**src/rtl/wnf_pkg.sv**
```systemverilog
package wnf_pkg;
  parameter int WNF_IN_W  = 512;
  parameter int WNF_OUT_W = 32;
  parameter int WNF_DEPTH = 4;
endpackage

```
**src/rtl/wnf_mem.sv**
```systemverilog
module wnf_mem #(
  parameter int W     = 512,
  parameter int DEPTH = 4,
  localparam int AW   = (DEPTH > 1) ? $clog2(DEPTH) : 1
) (
  input  logic          clk,
  input  logic          we,
  input  logic [AW-1:0] waddr,
  input  logic [W-1:0]  wdata,
  input  logic [AW-1:0] raddr,
  output logic [W-1:0]  rdata
);
  logic [W-1:0] store [DEPTH];

  always_ff @(posedge clk) begin
    if (we) store[waddr] <= wdata;
  end

  assign rdata = store[raddr];
endmodule

```
**src/rtl/wnf_occ.sv**
```systemverilog
module wnf_occ #(
  parameter int DEPTH = 4,
  localparam int AW   = (DEPTH > 1) ? $clog2(DEPTH) : 1,
  localparam int CW   = $clog2(DEPTH + 1)
) (
  input  logic          clk,
  input  logic          rst,
  input  logic          flush,
  input  logic          push_req,
  input  logic          pop_req,
  output logic          push,
  output logic [AW-1:0] wr_ptr,
  output logic [AW-1:0] rd_ptr,
  output logic          full,
  output logic          empty
);
  logic [CW-1:0] count;
  logic          pop;

  assign full  = (count == CW'(DEPTH));
  assign empty = (count == '0);
  assign push  = push_req & ~full & ~flush;
  assign pop   = pop_req & ~empty & ~flush;

  function automatic logic [AW-1:0] bump(input logic [AW-1:0] p);
    return (p == AW'(DEPTH - 1)) ? '0 : p + 1'b1;
  endfunction

  always_ff @(posedge clk) begin
    if (rst || flush) begin
      count  <= '0;
      wr_ptr <= '0;
      rd_ptr <= '0;
    end else begin
      if (push) wr_ptr <= bump(wr_ptr);
      if (pop)  rd_ptr <= bump(rd_ptr);
      case ({push, pop})
        2'b10:   count <= count + 1'b1;
        2'b01:   count <= count - 1'b1;
        default: count <= count;
      endcase
    end
  end

  // occupancy never exceeds the number of slots
  a_r2_no_overflow: assert property (@(posedge clk) disable iff (rst)
    count <= CW'(DEPTH));

  // a write against a full buffer leaves it full and the write slot unmoved
  a_r4_full_write_ignored: assert property (@(posedge clk) disable iff (rst)
    (full && push_req && !pop_req && !flush) |=> (full && $stable(wr_ptr)));

  // a flush leaves the buffer empty
  a_r9_flush_empties: assert property (@(posedge clk) disable iff (rst)
    flush |=> (empty && wr_ptr == '0 && rd_ptr == '0));
endmodule

```
**src/rtl/wnf_slicer.sv**
```systemverilog
module wnf_slicer #(
  parameter int IN_W   = 512,
  parameter int OUT_W  = 32,
  localparam int NSL   = IN_W / OUT_W,
  localparam int SW    = (NSL > 1) ? $clog2(NSL) : 1
) (
  input  logic             clk,
  input  logic             rst,
  input  logic             flush,
  input  logic             have_data,
  input  logic             ack,
  input  logic [IN_W-1:0]  entry,
  output logic [OUT_W-1:0] word,
  output logic             entry_done
);
  logic [SW-1:0]    sel;
  logic             ack_q;
  logic             step;
  logic [OUT_W-1:0] slices [NSL];

  // slice 0 is the most significant part of the entry
  for (genvar g = 0; g < NSL; g++) begin : g_slice
    assign slices[g] = entry[(NSL-1-g)*OUT_W +: OUT_W];
  end

  assign step       = ack & ~ack_q & have_data;
  assign entry_done = step && (sel == SW'(NSL - 1));
  assign word       = slices[sel];

  always_ff @(posedge clk) begin
    if (rst) begin
      sel   <= '0;
      ack_q <= 1'b0;
    end else begin
      ack_q <= ack;
      if (flush)           sel <= '0;
      else if (entry_done) sel <= '0;
      else if (step)       sel <= sel + 1'b1;
    end
  end

  // a held acknowledge does not move the slice again
  a_r6_held_ack_once: assert property (@(posedge clk) disable iff (rst)
    (ack && ack_q && !flush) |=> $stable(sel));

  // with nothing buffered the slice pointer rests at the first slice
  a_r8_idle_at_first: assert property (@(posedge clk) disable iff (rst)
    !have_data |-> sel == '0);
endmodule

```
**src/rtl/wide_word_narrow_fifo.sv**
```systemverilog
module wide_word_narrow_fifo
  import wnf_pkg::*;
#(
  parameter int IN_W  = WNF_IN_W,
  parameter int OUT_W = WNF_OUT_W,
  parameter int DEPTH = WNF_DEPTH,
  localparam int AW   = (DEPTH > 1) ? $clog2(DEPTH) : 1
) (
  input  logic             clk,
  input  logic             rst,
  input  logic [IN_W-1:0]  in_data,
  input  logic             in_valid,
  input  logic             flush,
  output logic             want_more,
  output logic             out_valid,
  output logic [OUT_W-1:0] out_data,
  input  logic             out_ack
);
  logic          push, full, empty, entry_done;
  logic [AW-1:0] wr_ptr, rd_ptr;
  logic [IN_W-1:0] head;

  wnf_occ #(.DEPTH(DEPTH)) u_occ (
    .clk(clk), .rst(rst), .flush(flush),
    .push_req(in_valid), .pop_req(entry_done),
    .push(push), .wr_ptr(wr_ptr), .rd_ptr(rd_ptr),
    .full(full), .empty(empty)
  );

  wnf_mem #(.W(IN_W), .DEPTH(DEPTH)) u_mem (
    .clk(clk), .we(push), .waddr(wr_ptr), .wdata(in_data),
    .raddr(rd_ptr), .rdata(head)
  );

  wnf_slicer #(.IN_W(IN_W), .OUT_W(OUT_W)) u_slicer (
    .clk(clk), .rst(rst), .flush(flush),
    .have_data(~empty), .ack(out_ack), .entry(head),
    .word(out_data), .entry_done(entry_done)
  );

  assign want_more = ~full;
  assign out_valid = ~empty;

  // an accepted write makes data visible on the next cycle
  a_r3_valid_after_write: assert property (@(posedge clk) disable iff (rst)
    (in_valid && want_more && !flush) |=> out_valid);

  // after a flush the producer is asked for data again
  a_r9_flush_requests: assert property (@(posedge clk) disable iff (rst)
    flush |=> (want_more && !out_valid));
endmodule

```
**config.mk**
```make
export PLATFORM = sky130hd
export DESIGN_NAME = wide_word_narrow_fifo
export DESIGN_NICKNAME = d
export VERILOG_FILES = /design/src/rtl/wnf_pkg.sv /design/src/rtl/wnf_mem.sv /design/src/rtl/wnf_occ.sv /design/src/rtl/wnf_slicer.sv /design/src/rtl/wide_word_narrow_fifo.sv
export SDC_FILE = /design/constraint.sdc
export NUM_CORES = 2
export LEC_CHECK = 0
export ABC_AREA = 1
export BUFFER_PORTS_ARGS = -buffer_cell sky130_fd_sc_hd__buf_2
export CAP_MARGIN = 20
export CORE_UTILIZATION = 30
export DETAILED_ROUTE_END_ITERATION = 8
export PLACE_DENSITY = 0.45
export SYNTH_ARGS = -nofsm -noshare
export SYNTH_HDL_FRONTEND = slang
export SYNTH_SLANG_ARGS = --single-unit
```
**constraint.sdc**
```tcl
create_clock -name clk -period 22.9 [get_ports clk]
set_input_delay 1.145 -clock clk [delete_from_list [all_inputs] [get_ports clk]]
set_output_delay 1.145 -clock clk [all_outputs]
set_load 0.05 [all_outputs]
```
Word level (Yosys, flattened, before mapping)
Memories as Yosys holds them, arrays and structs flattened. A register that Yosys moved wholly into a read port is not among the register bits.
Index checks and enable logic that the tools add are counted.
W data, S select, Z words.
- reductions and logical operators: 5
- shift-type cells: 0
- multipliers: 0
- div/mod/pow operators: 0
- multiplexer cells: 10
- add/sub/neg operators: 5
- equality and inequality tests: 6
- bitwise gates (word level): 11
- order comparisons: 1
- operators with widths (kind ; count):
    $bmux W32 S4 ; 1
    $mux W32 ; 2
    $mux W2 ; 4
    $and A1 B1 Y1 ; 6
    $eq A2 B2 Y1 const B ; 3
    $pmux W3 S2 ; 1
    $ge A5 B5 Y1 const B ; 1
    $not A4 Y5 ; 1
    $add A2 B1 Y2 const B ; 2
    $add A4 B1 Y4 const B ; 1
    $eq A4 B4 Y1 const B ; 1
    $not A1 Y1 ; 4
    $add A3 B1 Y3 const B ; 1
    $eq A3 B3 Y1 const B ; 1
    $logic_not A3 Y1 ; 1
    $reduce_or A3 Y1 ; 1
    $sub A3 B1 Y3 const B ; 1
    $eq A2 B1 Y1 const B ; 1
    $mux W1 ; 2
    $reduce_bool A2 Y1 ; 1
    $logic_and A1 B1 Y1 ; 1
    $logic_or A1 B1 Y1 ; 1
- memories kept: 1
- bits of input ports: 517
- memory bits (writable): 2048
- ROM bits: 0
- latch bits: 0
- word-level logic and storage cells: 44
- register bits after elaboration: 12
- memories (memory ; words ; width ; rd ports ; clocked after Yosys merged registers in ; write ports ; line ; source):
    u_mem.store ; 4 ; 512 ; 1 ; 1 ; 1 ; wnf_mem.sv:13 ; logic [W-1:0] store [DEPTH];

Depth between registers and ports, before layout
- depth after elaboration: 8
- mapped depth: 16
- depth with buffers taken out: 12

Modules after synthesis
Synthesis repeated with hierarchy kept, for this count alone.
- cells, all modules: 9800
- area, all modules: 93370.8 um^2
- by module, submodules not included (module ; cells each ; area an instance (um^2) ; times used):
    wnf_mem ; 8029 ; 85863.6 ; 1
    wnf_slicer ; 1706 ; 7055.5 ; 1
    wnf_occ ; 63 ; 444.2 ; 1
    wide_word_narrow_fifo ; 2 ; 7.5 ; 1

Worst setup path before layout
OpenSTA, ideal clock, no wires.
- kind: input-to-reg
- from: input port flush
- to: memory u_mem.store[0][0] (enable)
- cell stages on the path: 2
- path slack: -1.246 ns
- data arrival time: 22.744 ns
- required time: 21.498 ns
- path through: nand3b_1 -> nor2_1
- word-level cells in the longest chain between the ends: 4
- ends and longest elaborated chain (element ; line ; source):
    start: declaration ; wide_word_narrow_fifo.sv:13 ; input logic flush,
    $not A1 Y1 ; wnf_occ.sv:22 ; assign push = push_req & ~full & ~flush;
    $and A1 B1 Y1 ; wnf_occ.sv:22 ;
    $mux W1 ; wnf_mem.sv:16 ; if (we) store[waddr] <= wdata;
    $mux W1 (not written as such) ; wnf_mem.sv:16 ;
    end: declaration ; wnf_mem.sv:13 ;
No other way between the ends.

==> results_dict.tcl <==
set metrics [dict create \
    cp_top_family "buffers and inverters" \
    synth_cell_type_count 33 \
    initial_core_util 0.302 \
    finalSetupViolations 0 \
    path_cells "inv_16 -> buf_4 -> buf_4 -> buf_4 -> buf_4 -> nand2_1 -> nand3_1 -> nand2_1 -> nand2_1 -> nand2_1 -> inv_1 -> nand2_1 -> nand2_1 -> nand2_1 -> inv_1 -> nand2_1 -> buf_2" \
    hp-start "rst" \
    rsz0062_at_grt "false" \
    crit_top_cell "nand2_1" \
    min_delay_worst_endpoint "u_slicer.ack_q$_SDFF_PP0_" \
    ir_worst_vdd_v 0.0000670 \
    fmax_mhz 130 \
    tritoncts "done" \
    reg2reg_to "u_mem.store[0][30]$_DFFE_PP_" \
    fin_area_um2 101000 \
    rr_worst_depth 8 \
    crit_arrival_ps 6540 \
    setup_tns_ps 0 \
    final_common_cell "nand2_1" \
    cts-htree-levels 4 \
    post_cts_buffers 0 \
    outcome "complete, no violations" \
    io_pins 551 \
    cts_resized 0 \
    io_buffers 550 \
    slew_headroom 0.218 \
    synth-seq-cells 2062 \
    drive_above_1_share 0.113 \
    antenna_found_initial 279 \
    dpl-instance-area_um2 93300 \
    instances_no_fill 12700 \
    die_w_um 541 \
    nFillCells 28900 \
    gp_congestion 0.814 \
    rr_startpoint "u_occ.count[1]$_SDFFE_PP0P_" \
    cp.depth 17 \
    fin_crit_ps 7680 \
    num_vias 59300 \
    wl_per_cell_um 24.1 \
    max-cap-violations 0 \
    cts_num_sinks 2062 \
    netlist_area_um2 87100 \
    drtIter0Drc 5261 \
    syn_inst 8170 \
    skew_ps 39.9 \
    ff_latch_area_um2 61800 \
    critPathMaxFanout 183 \
    syn_avg_cell_area_um2 10.7 \
    hold_depth 2 \
    core_um2 288000 \
    num_rows 197 \
    power_density_nw_per_um2 80.2 \
    root_buffer "clkbuf_16" \
    power_uw 8080 \
    ant_nets 0 \
    syn-num-nets 8695 \
    critPathLaunchType "register" \
    max_slew.worst_pin.slew_ps 1170 \
    dieArea_um2 292000 \
    routed_wl_mm 305 \
    hp-class "in -> reg" \
    drc 0 \
    ctsHoldBuffers 0 \
    cts_made_buffers 235 \
    via_per_inst 4.68 \
    grt_max_degree 202 \
    crit_path_end_kind "output pin" \
    worst-path-buf-inv 8 \
    dr.pass1.iters 5 \
    final_cell_mix "2777 x nand2_1, 2048 x edfxtp_1, 998 x inv_1" \
    critPathKind "reg -> out" \
    ys_seq_area_frac 0.709 \
    slew_violations 0 \
    rrSetupSlack_ps 17520 \
    max_stage_delay_ps 830 \
    clk_path_buf_depth 4 \
    insertion_delay_ps 940 \
    clk_pin_slew_worst_paths_ps 60 \
    yosysWarnings 0 \
    crit_slowest_cell "buf_4" \
    grtUsageTotal 0.204 \
    critPathRequiredTime_ps 21760 \
    multi_input_area_um2 19400 \
    grt_pass1_wl_mm 426 \
    post-route-period-util 0.335 \
    grt_pass1_vias 54900 \
    dpl.cell_count 12200 \
    grt_overflow 0 \
    p_leak_uw 0.0406 \
    hpwl_mm 197 \
    finalHoldViolations 0 \
    area_delta_synth_final_pct 15.6 \
    fin_nets 9155 \
    die_h_um 541 \
]
[cell usage after synthesis]
cell type / instances / area [um2]
a211oi_1: 1 / 7.51
a21oi_1: 69 / 345
and3_1: 3 / 18.8
buf_1: 62 / 233
buf_2: 156 / 781
buf_4: 41 / 308
buf_6: 29 / 327
buf_8: 1 / 15.0
clkbuf_1: 136 / 510
clkinv_1: 2 / 7.51
dfxtp_1: 14 / 280
edfxtp_1: 2048 / 61500
fa_1: 1 / 20.0
ha_1: 7 / 87.6
inv_1: 1001 / 3760
inv_2: 2 / 7.51
inv_4: 1 / 6.26
nand2_1: 2777 / 10400
nand2_2: 1 / 6.26
nand3_1: 921 / 4610
nand3b_1: 1 / 7.51
nand4_1: 1 / 6.26
nor2_1: 587 / 2200
nor2_2: 1 / 6.26
nor3_1: 2 / 10.0
nor3b_1: 1 / 7.51
nor4_1: 1 / 6.26
o211a_1: 1 / 10.0
o211ai_1: 15 / 113
o21ai_0: 254 / 1270
o21ai_1: 10 / 50.1
o31ai_1: 1 / 7.51
or2_2: 22 / 138
[area by class of cell]
type,count,area share
Antenna cell,62,0.00154
Inverter,1006,0.0379
Clock inverter,137,0.0110
Tap cell,3781,0.0470
Multi-Input combinational cell,4677,0.193
Timing Repair Buffer,648,0.0356
Clock buffer,284,0.0609
Sequential cell,2062,0.614
[cell families after synthesis]
logic type | after synthesis | share of synthesized area
compound gates | 351 | 0.0207
fa+ha+maj | 8 | 0.00124
buf+inv | 1431 | 0.0683
flops | 2062 | 0.709
simple gates | 4318 | 0.200
[registers in the layout, summed over array words and instances, names as in the netlist, named ones only]
register / count
u_mem.store: 2048
u_slicer.sel: 4
u_occ.count: 3
u_occ.rd_ptr: 2
u_occ.wr_ptr: 2
u_slicer.ack_q: 1
[through the flow]
stage	utilization	worst slack (ps)	hold WS, ps
floorplan	-	-1250	458
global placement	0.324	16080	474
detailed placement	0.324	16070	481
CTS	0.349	15050	330
global route	0.349	14770	365
finish	0.349	15220	419
[routing by layer]
metal | track usage | routed length (um) | up-vias
met5 | 0 | 745 | -
met4 | 0.0718 | 10900 | 118
met3 | 0.0503 | 21800 | 660
met2 | 0.311 | 136000 | 1864
met1 | 0.281 | 136000 | 28900
li1 | - | - | 27700
[worst reg2reg max path, stage by stage, from the launching register on]
cell and delay, ps:
dfxtp_1 320, inv_1 80, nand3_1 110, nand3b_1 410
nor2_4 860, buf_4 840, buf_4 770, buf_4 810
buf_4 770
[report_power, final]
part	leakage [uW]	total (uW)	switching [uW]	internal [uW]
logic	0.0184	253	183	70.4
registers	0.0187	4230	12.8	4220
clock network	0.00353	3590	1550	2040
[worst max path at each step]
stage	startpoint	end
after floorplan	flush	u_mem.store[0][0]$_DFFE_PP_
after global placement	register	out_data[8]
after detailed placement	register	out_data[27]
after CTS	register	out_data[27]
after global routing	register	out_data[27]
final	register	out_data[8]
Note: power is estimated with default switching activity, not from simulation.
